**config.mk**
```make
export PLATFORM = sky130hd
export DESIGN_NAME = pt_walker
export DESIGN_NICKNAME = d
export VERILOG_FILES = /design/src/rtl/pt_walker_pkg.sv /design/src/rtl/pt_len_check.sv /design/src/rtl/pt_addr_gen.sv /design/src/rtl/pt_walk_fsm.sv /design/src/rtl/pt_walk_regs.sv /design/src/rtl/pt_walker.sv
export SDC_FILE = /design/constraint.sdc
export NUM_CORES = 1
export LEC_CHECK = 0
export ABC_AREA = 1
export BUFFER_PORTS_ARGS = -buffer_cell sky130_fd_sc_hd__buf_2
export CAP_MARGIN = 30
export CORE_MARGIN = 4
export CORE_UTILIZATION = 45
export CTS_CLUSTER_SIZE = 40
export DETAILED_ROUTE_END_ITERATION = 10
export GPL_TIMING_DRIVEN = 0
export PLACE_DENSITY = 0.7
export SYNTH_ARGS = -nofsm -noshare
export SYNTH_HDL_FRONTEND = slang
export SYNTH_HIERARCHICAL = 1
export SYNTH_SLANG_ARGS = --single-unit
```
**constraint.sdc**
```tcl
create_clock -name clk -period 3.2 [get_ports clk]
set_clock_uncertainty 0.05 [all_clocks]
set_input_delay 0.64 -clock clk [delete_from_list [all_inputs] [get_ports clk]]
set_output_delay 0.64 -clock clk [all_outputs]
set_load 0.01 [all_outputs]
```
**src/rtl/pt_walker_pkg.sv**
```systemverilog
package pt_walker_pkg;
  localparam int unsigned VA_W      = 32;
  localparam int unsigned OFF_W     = 10;
  localparam int unsigned IDX1_W    = 12;
  localparam int unsigned IDX2_W    = 10;
  localparam int unsigned PTE_W     = 32;
  localparam int unsigned FRAME_W   = PTE_W - OFF_W;
  localparam int unsigned PA_W      = FRAME_W + OFF_W;
  localparam int unsigned LEN_W     = IDX1_W + 1;
  localparam int unsigned PTE_SHIFT = $clog2(PTE_W / 8);

  typedef enum logic [1:0] {
    FLT_NONE  = 2'd0,
    FLT_LEN   = 2'd1,
    FLT_OUTER = 2'd2,
    FLT_INNER = 2'd3
  } flt_e;

  typedef enum logic [2:0] {
    S_IDLE, S_CHECK_LEN, S_FETCH_L1, S_WAIT_L1,
    S_FETCH_L2, S_WAIT_L2, S_DONE, S_FAULT
  } walk_st_e;

  function automatic logic [IDX1_W-1:0] va_outer_idx(input logic [VA_W-1:0] va);
    return va[VA_W-1 -: IDX1_W];
  endfunction

  function automatic logic [IDX2_W-1:0] va_inner_idx(input logic [VA_W-1:0] va);
    return va[OFF_W +: IDX2_W];
  endfunction

  function automatic logic [OFF_W-1:0] va_offset(input logic [VA_W-1:0] va);
    return va[OFF_W-1:0];
  endfunction

  function automatic logic pte_ok(input logic [PTE_W-1:0] pte);
    return pte[0];
  endfunction

  function automatic logic [FRAME_W-1:0] pte_frame(input logic [PTE_W-1:0] pte);
    return pte[PTE_W-1 -: FRAME_W];
  endfunction

  function automatic logic [PA_W-1:0] outer_pte_addr(input logic [PA_W-1:0] base,
                                                     input logic [IDX1_W-1:0] idx);
    return base + (PA_W'(idx) << PTE_SHIFT);
  endfunction

  function automatic logic [PA_W-1:0] inner_pte_addr(input logic [FRAME_W-1:0] frame,
                                                     input logic [IDX2_W-1:0] idx);
    return {frame, {OFF_W{1'b0}}} + (PA_W'(idx) << PTE_SHIFT);
  endfunction

  function automatic logic [PA_W-1:0] make_paddr(input logic [FRAME_W-1:0] frame,
                                                 input logic [OFF_W-1:0] off);
    return {frame, off};
  endfunction
endpackage

```
**src/rtl/pt_len_check.sv**
```systemverilog
module pt_len_check
  import pt_walker_pkg::*;
#(
  parameter int unsigned IW = IDX1_W,
  parameter int unsigned LW = LEN_W
) (
  input  logic [IW-1:0] idx_i,
  input  logic [LW-1:0] len_i,
  output logic          out_of_range_o
);
  localparam int unsigned EXT = LW - IW;

  always_comb begin
    out_of_range_o = ({{EXT{1'b0}}, idx_i} >= len_i);
  end
endmodule

```
**src/rtl/pt_addr_gen.sv**
```systemverilog
module pt_addr_gen
  import pt_walker_pkg::*;
(
  input  logic               inner_sel_i,
  input  logic [PA_W-1:0]    base_i,
  input  logic [IDX1_W-1:0]  outer_idx_i,
  input  logic [FRAME_W-1:0] tbl_frame_i,
  input  logic [IDX2_W-1:0]  inner_idx_i,
  output logic [PA_W-1:0]    addr_o
);
  logic [PA_W-1:0] outer_addr;
  logic [PA_W-1:0] inner_addr;

  always_comb begin
    outer_addr = outer_pte_addr(base_i, outer_idx_i);
    inner_addr = inner_pte_addr(tbl_frame_i, inner_idx_i);
    addr_o     = inner_sel_i ? inner_addr : outer_addr;
  end
endmodule

```
**src/rtl/pt_walk_fsm.sv**
```systemverilog
module pt_walk_fsm
  import pt_walker_pkg::*;
(
  input  logic     clk,
  input  logic     rst_n,
  input  logic     req_valid_i,
  input  logic     len_bad_i,
  input  logic     mem_rd_ready_i,
  input  logic     mem_rd_dvalid_i,
  input  logic     pte_ok_i,
  output walk_st_e st_o,
  output logic     accept_o,
  output logic     outer_take_o,
  output logic     inner_take_o,
  output logic     inner_sel_o,
  output logic     req_ready_o,
  output logic     rsp_valid_o,
  output logic     rsp_fault_o,
  output logic [1:0] rsp_code_o,
  output logic     mem_rd_valid_o
);
  walk_st_e st_q, st_d;
  flt_e     code_q, code_d;

  always_comb begin
    st_d         = st_q;
    code_d       = code_q;
    accept_o     = 1'b0;
    outer_take_o = 1'b0;
    inner_take_o = 1'b0;
    unique case (st_q)
      S_IDLE: begin
        if (req_valid_i) begin
          accept_o = 1'b1;
          st_d     = S_CHECK_LEN;
          code_d   = FLT_NONE;
        end
      end
      S_CHECK_LEN: begin
        if (len_bad_i) begin
          st_d   = S_FAULT;
          code_d = FLT_LEN;
        end else begin
          st_d = S_FETCH_L1;
        end
      end
      S_FETCH_L1: if (mem_rd_ready_i) st_d = S_WAIT_L1;
      S_WAIT_L1: begin
        if (mem_rd_dvalid_i) begin
          if (pte_ok_i) begin
            outer_take_o = 1'b1;
            st_d         = S_FETCH_L2;
          end else begin
            st_d   = S_FAULT;
            code_d = FLT_OUTER;
          end
        end
      end
      S_FETCH_L2: if (mem_rd_ready_i) st_d = S_WAIT_L2;
      S_WAIT_L2: begin
        if (mem_rd_dvalid_i) begin
          if (pte_ok_i) begin
            inner_take_o = 1'b1;
            st_d         = S_DONE;
          end else begin
            st_d   = S_FAULT;
            code_d = FLT_INNER;
          end
        end
      end
      S_DONE:  st_d = S_IDLE;
      S_FAULT: st_d = S_IDLE;
      default: st_d = S_IDLE;
    endcase
  end

  always_ff @(posedge clk) begin
    if (!rst_n) begin
      st_q   <= S_IDLE;
      code_q <= FLT_NONE;
    end else begin
      st_q   <= st_d;
      code_q <= code_d;
    end
  end

  always_comb begin
    st_o           = st_q;
    req_ready_o    = (st_q == S_IDLE);
    mem_rd_valid_o = (st_q == S_FETCH_L1) || (st_q == S_FETCH_L2);
    inner_sel_o    = (st_q == S_FETCH_L2);
    rsp_valid_o    = (st_q == S_DONE) || (st_q == S_FAULT);
    rsp_fault_o    = (st_q == S_FAULT);
    rsp_code_o     = (st_q == S_FAULT) ? code_q : FLT_NONE;
  end

  // a failed length comparison ends the walk with the length code
  assert_len_fault_R2: assert property (@(posedge clk) disable iff (!rst_n)
    (st_q == S_CHECK_LEN && len_bad_i) |=> (rsp_valid_o && rsp_code_o == FLT_LEN));

  // an invalid outer entry ends the walk with the outer code
  assert_outer_fault_R4: assert property (@(posedge clk) disable iff (!rst_n)
    (st_q == S_WAIT_L1 && mem_rd_dvalid_i && !pte_ok_i)
      |=> (rsp_valid_o && rsp_fault_o && rsp_code_o == FLT_OUTER));

  // the code is nonzero exactly when a fault is reported
  assert_code_match_R7: assert property (@(posedge clk) disable iff (!rst_n)
    rsp_valid_o |-> (rsp_fault_o == (rsp_code_o != FLT_NONE)));

  // a response lasts one cycle and is followed by idle
  assert_rsp_pulse_R9: assert property (@(posedge clk) disable iff (!rst_n)
    rsp_valid_o |=> (!rsp_valid_o && req_ready_o));
endmodule

```
**src/rtl/pt_walk_regs.sv**
```systemverilog
module pt_walk_regs
  import pt_walker_pkg::*;
(
  input  logic               clk,
  input  logic               rst_n,
  input  logic               accept_i,
  input  logic [VA_W-1:0]    vaddr_i,
  input  logic               outer_take_i,
  input  logic               inner_take_i,
  input  logic [PTE_W-1:0]   pte_i,
  output logic [VA_W-1:0]    va_o,
  output logic [FRAME_W-1:0] tbl_frame_o,
  output logic [PA_W-1:0]    paddr_o
);
  logic [VA_W-1:0]    va_q;
  logic [FRAME_W-1:0] tbl_frame_q;
  logic [FRAME_W-1:0] pg_frame_q;

  always_ff @(posedge clk) begin
    if (!rst_n) begin
      va_q        <= '0;
      tbl_frame_q <= '0;
      pg_frame_q  <= '0;
    end else begin
      if (accept_i)     va_q        <= vaddr_i;
      if (outer_take_i) tbl_frame_q <= pte_frame(pte_i);
      if (inner_take_i) pg_frame_q  <= pte_frame(pte_i);
    end
  end

  always_comb begin
    va_o        = va_q;
    tbl_frame_o = tbl_frame_q;
    paddr_o     = make_paddr(pg_frame_q, va_offset(va_q));
  end

  // the latched address cannot change mid-walk since no new accept occurs
  assert_va_hold_R9: assert property (@(posedge clk) disable iff (!rst_n)
    !accept_i |=> $stable(va_q));
endmodule

```
**src/rtl/pt_walker.sv**
```systemverilog
module pt_walker
  import pt_walker_pkg::*;
(
  input  logic              clk,
  input  logic              rst_n,
  input  logic [PA_W-1:0]   ptbr_i,
  input  logic [LEN_W-1:0]  ptlen_i,
  input  logic              req_valid_i,
  input  logic [VA_W-1:0]   req_vaddr_i,
  output logic              req_ready_o,
  output logic              rsp_valid_o,
  output logic              rsp_fault_o,
  output logic [1:0]        rsp_code_o,
  output logic [PA_W-1:0]   rsp_paddr_o,
  output logic              mem_rd_valid_o,
  output logic [PA_W-1:0]   mem_rd_addr_o,
  input  logic              mem_rd_ready_i,
  input  logic              mem_rd_dvalid_i,
  input  logic [PTE_W-1:0]  mem_rd_data_i
);
  walk_st_e           st;
  logic               accept, outer_take, inner_take, inner_sel, len_bad;
  logic               fsm_rsp_valid, fsm_rsp_fault;
  logic [VA_W-1:0]    va;
  logic [FRAME_W-1:0] tbl_frame;
  logic [PA_W-1:0]    paddr;

  pt_walk_fsm u_fsm (
    .clk            (clk),
    .rst_n          (rst_n),
    .req_valid_i    (req_valid_i),
    .len_bad_i      (len_bad),
    .mem_rd_ready_i (mem_rd_ready_i),
    .mem_rd_dvalid_i(mem_rd_dvalid_i),
    .pte_ok_i       (pte_ok(mem_rd_data_i)),
    .st_o           (st),
    .accept_o       (accept),
    .outer_take_o   (outer_take),
    .inner_take_o   (inner_take),
    .inner_sel_o    (inner_sel),
    .req_ready_o    (req_ready_o),
    .rsp_valid_o    (fsm_rsp_valid),
    .rsp_fault_o    (fsm_rsp_fault),
    .rsp_code_o     (rsp_code_o),
    .mem_rd_valid_o (mem_rd_valid_o)
  );

  pt_walk_regs u_regs (
    .clk         (clk),
    .rst_n       (rst_n),
    .accept_i    (accept),
    .vaddr_i     (req_vaddr_i),
    .outer_take_i(outer_take),
    .inner_take_i(inner_take),
    .pte_i       (mem_rd_data_i),
    .va_o        (va),
    .tbl_frame_o (tbl_frame),
    .paddr_o     (paddr)
  );

  pt_len_check u_len (
    .idx_i         (va_outer_idx(va)),
    .len_i         (ptlen_i),
    .out_of_range_o(len_bad)
  );

  pt_addr_gen u_addr (
    .inner_sel_i(inner_sel),
    .base_i     (ptbr_i),
    .outer_idx_i(va_outer_idx(va)),
    .tbl_frame_i(tbl_frame),
    .inner_idx_i(va_inner_idx(va)),
    .addr_o     (mem_rd_addr_o)
  );

  always_comb begin
    rsp_valid_o = fsm_rsp_valid;
    rsp_fault_o = fsm_rsp_fault;
    rsp_paddr_o = (fsm_rsp_valid && !fsm_rsp_fault) ? paddr : '0;
  end

  // a stalled read request keeps its address
  assert_hold_addr_R8: assert property (@(posedge clk) disable iff (!rst_n)
    (mem_rd_valid_o && !mem_rd_ready_i) |=> (mem_rd_valid_o && $stable(mem_rd_addr_o)));

  // an idle walker shows no activity on either side
  assert_idle_quiet_R9: assert property (@(posedge clk) disable iff (!rst_n)
    req_ready_o |-> (!mem_rd_valid_o && !rsp_valid_o));

  // a request is only taken while idle
  assert_no_accept_busy_R9: assert property (@(posedge clk) disable iff (!rst_n)
    (st != S_IDLE) |-> !accept);
endmodule

```
; Word-level counts from Yosys, hierarchy flattened
; Cells that the tools add are included.
; Widths: inputs -> output; s select.
[word_totals]
elab_cells = 57
inputBits = 114
regBits = 81
[op_classes]
n_addsub = 2
reduce_logical = 9
magnitude_cmp = 1
eq_ne = 15
muxes = 25
[op_table]
columns = op, count
row1 = $mux 32, 2
row2 = $add 32x12->32, 1
row3 = $add 32x14->32, 1
row4 = $pmux 3 s7, 1
row5 = $mux 3, 6
row6 = $mux 2, 8
row7 = $ne 2x2->1 const B, 8
row8 = $ge 12x13->1, 1
row9 = $eq 3x3->1 const B, 4
row10 = $pmux 2 s4, 1
row11 = $mux 1, 7
row12 = $reduce_and 7->1, 1
row13 = $eq 3x2->1 const B, 2
row14 = $reduce_and 5->1, 1
row15 = $reduce_bool 4->1, 1
row16 = $eq 3x1->1 const B, 1
row17 = $logic_not 3->1, 1
row18 = $logic_or 1x1->1, 2
row19 = $reduce_or 2->1, 1
row20 = $logic_and 1x1->1, 1
row21 = $logic_not 1->1, 1

; Logic depth before layout (Yosys ltp)
[depth]
depth_word = 4
ltp_mapped = 15

; Hierarchy
; The synthesis kept the hierarchy.
[modules_own_cells]
columns = mod, instances, area_each_um2, seq_area_each_um2, cells_per_inst
row1 = pt_walk_regs, 1, 3074.2, 1521.5, 469
row2 = pt_addr_gen, 1, 2329.7, 0.0, 480
row3 = pt_walk_fsm, 1, 488.0, 100.1, 85
row4 = pt_len_check, 1, 359.1, 0.0, 60
row5 = pt_walker, 1, 359.1, 0.0, 69

; Least setup slack after synthesis
; No wires, ideal clock.
[synth_timing]
path_kind = input-to-output
from = input ptbr_i[2]
to = output mem_rd_addr_o[22]
arrival_ps = 2143
path_stages = 9
slack_ps = 367
required_time_ps = 2510
cell_sequence = ha_1 > fa_1 > nand3_1 > nand3_1 > nand3_1 > nand3_2 > nand3_1 > nand2_1 > o21ai_0
[synth_between]
elab_chain_cells = 2
[synth_rtl]
columns = item, line
row1 = from (decl), pt_walker.sv:6  ; input logic [PA_W-1:0] ptbr_i,
row2 = $add 32x14->32, pt_walker_pkg.sv:46  ; return base + (PA_W'(idx) << PTE_SHIFT);
row3 = $mux 32, pt_addr_gen.sv:17  ; addr_o = inner_sel_i ? inner_addr : outer_addr;
row4 = to (decl), pt_walker.sv:16  ; output logic [PA_W-1:0] mem_rd_addr_o,
; Every way passes these cells.

; Worst setup path after layout
[layout_timing]
from = input ptbr_i[2]
to = output mem_rd_addr_o[14]
; The elaborated chain is that of the path after synthesis.

==> results.toml <==
[sta]
setup_tns_ns = 0
worst_pin_slew_ns = 0.442
fmax_mhz = 324
hold_ws_ns = 0.420
finalHoldViolCount = 0
rsz0062_at_grt = "false"
drv_slew = 0
period_share = 0.965
setup_ws_ns = 0.113
relSlewSlack = 0.705
fin_crit_ns = 3.09
finalSetupViolations = 0

[setup_path]
reg2reg_from = "u_regs/va_o[31]$_SDFFE_PN0P_"
path_max_fanout = 7
crit_type = "primary input to output port"
worst_setup_path_end_kind = "output port"
startpoint = "ptbr_i[2]"
cp_data_arrival_time_ns = 2.40
cp.required_ns = 2.51
start_kind = "primary input"

[route]
viasPerCell = 4.65
final_antenna_net_count = 0
routed_wl_um = 18100
drt-pass1-iter-count = 5
num_vias = 7094
routedWlPerCell_um = 11.9
drc = 0
drt_iter0_drc = 425

[place]
io_buffers = 174
gp_congestion = 0.921
placedCellCount = 1507
place_ws_ns = -0.0154
dpl.hpwl_um = 14800
place_area_um2 = 7630

[power]
cellLeakagePower_nw = 4.47
ir_worst_vdd_uv = 313
intPower_mw = 2.67
power.total_mw = 4.74
combPwrFrac = 0.499
power.share.clock = 0.222
switching_share = 0.436
switchingPower_mw = 2.07
p_seq_frac = 0.279
powerDensity_nw_per_um2 = 594

[clock_tree]
clockBufferDepth = 2
clock-sinks = 81
clk_pin_slew_ns = 0.06
cts_root_buf = "clkbuf_16"
clkLatencyLatePin_ns = 0.34
cts_inserted_buffers = 9
cts_tree = "done"
htree_num_levels = 3

[global_routing]
first_global_vias = 6516
grt_max_degree = 16
grt_use_total = 0.221
grt_pass1_wl_um = 29900
antenna_found_initial = 0
grt-ovfl-total = 0

[yosys]
synth_area_um2 = 6540
synth_fp_nets = 1295
yosysWarnings = 6
avgSynthCellArea_um2 = 5.67
synthCells = 1153

[layout]
final_cells = 1525
nFillCells = 1491
n_antenna_cell = 0
layout-drive-gt1-share = 0.235
final_nets = 1482
utilization = 0.568
area_growth_pct = 22.0
fin_area_um2 = 7970

[die]
io_pins = 184
core_area_um2 = 14000
rows = 43
dieArea_um2 = 16500
die_h_um = 129
start_util = 0.465
die_x_um = 129

[job]
cap_violations = 0

[worst_hold_path]
worstHoldStart = "u_regs/pg_frame_q[17]$_SDFFE_PN0P_"
hp-class = "register to register"

[outcome]
outcome = "finished clean"
[critical path, cell delays in order]
cell and delay (ns):
buf_2 0.11, ha_2 0.21, fa_2 0.41, nand3_1 0.11
nand3_2 0.11, nand3_1 0.14, nand3_4 0.13, nand2_1 0.09
inv_1 0.04, o22ai_1 0.21, buf_2 0.19
[final timing paths]
check	end	slack (ns)	cells after the start
setup / recovery	mem_rd_addr_o[14]	0.11	11
hold / removal	u_regs/pg_frame_q[17]$_SDFFE_PN0P_	0.42	2
setup reg to reg	u_fsm/code_q[0]$_SDFFE_PN0P_	1.37	14
hold reg to reg	u_regs/pg_frame_q[17]$_SDFFE_PN0P_	0.42	2
[routing by layer]
metal,share of wire,track usage,up-vias
met5,0,0,-
met4,0.011,0.0525,0
met3,0.058,0.0340,16
met2,0.47,0.375,178
met1,0.46,0.295,3069
li1,-,-,3831
[registers in the layout (all words and copies together) (netlist names)]
name and flops:
u_regs/pg_frame_q 22, u_regs/tbl_frame_o 22, u_fsm/st_o 3, u_fsm/code_q 2, u_regs/va_o 32
[timing repair]
item                       in CTS  in global routing
resized for setup               1                  4
setup endpoints to repair       2                  8
setup buffers                   0                  2
cloned                          0                  0
pin swaps                       0                  1
hold buffers                    0                  0
[power by group through the flow]
| stage | clock network, mW | registers (mW) | logic (mW) |
|---|---|---|---|
| global placement | 0 | 1.34 | 2.33 |
| global route | 1.12 | 1.35 | 2.69 |
| CTS | 1.07 | 1.33 | 2.36 |
| detailed placement | 0 | 1.35 | 2.35 |
| finish | 1.05 | 1.32 | 2.36 |
| floorplan | 0 | 1.30 | 1.67 |
[placed cells by master, fill, tap and decap left out, types with 3 or more instances in the layout]
master	count
nand2_1	382
nor2_1	203
buf_2	196
inv_1	188
dfxtp_1	81
nand3_1	71
nor2_2	44
ha_1	25
nand2_2	15
a21oi_1	15
o21ai_0	12
nand4_1	11
clkbuf_16	9
buf_4	9
nor3_1	7
or2_2	7
nor3_2	5
nand3_2	5
inv_2	5
xor2_1	4
buf_6	3
clkinv_4	3
nand3b_1	3
a21o_1	3
o211ai_1	3
o21ai_1	3
xnor2_1	3
[cell type report]
class | instances | area (um^2) | area share
Buffer | 36 | 211 | 0.0265
Clock buffer | 9 | 225 | 0.0282
Clock inverter | 7 | 80.1 | 0.0100
Inverter | 194 | 728 | 0.0913
Multi-Input combinational cell | 842 | 4000 | 0.501
Sequential cell | 81 | 1620 | 0.203
Tap cell | 180 | 225 | 0.0282
Timing Repair Buffer | 176 | 886 | 0.111
(Power assumes the default switching activity.)
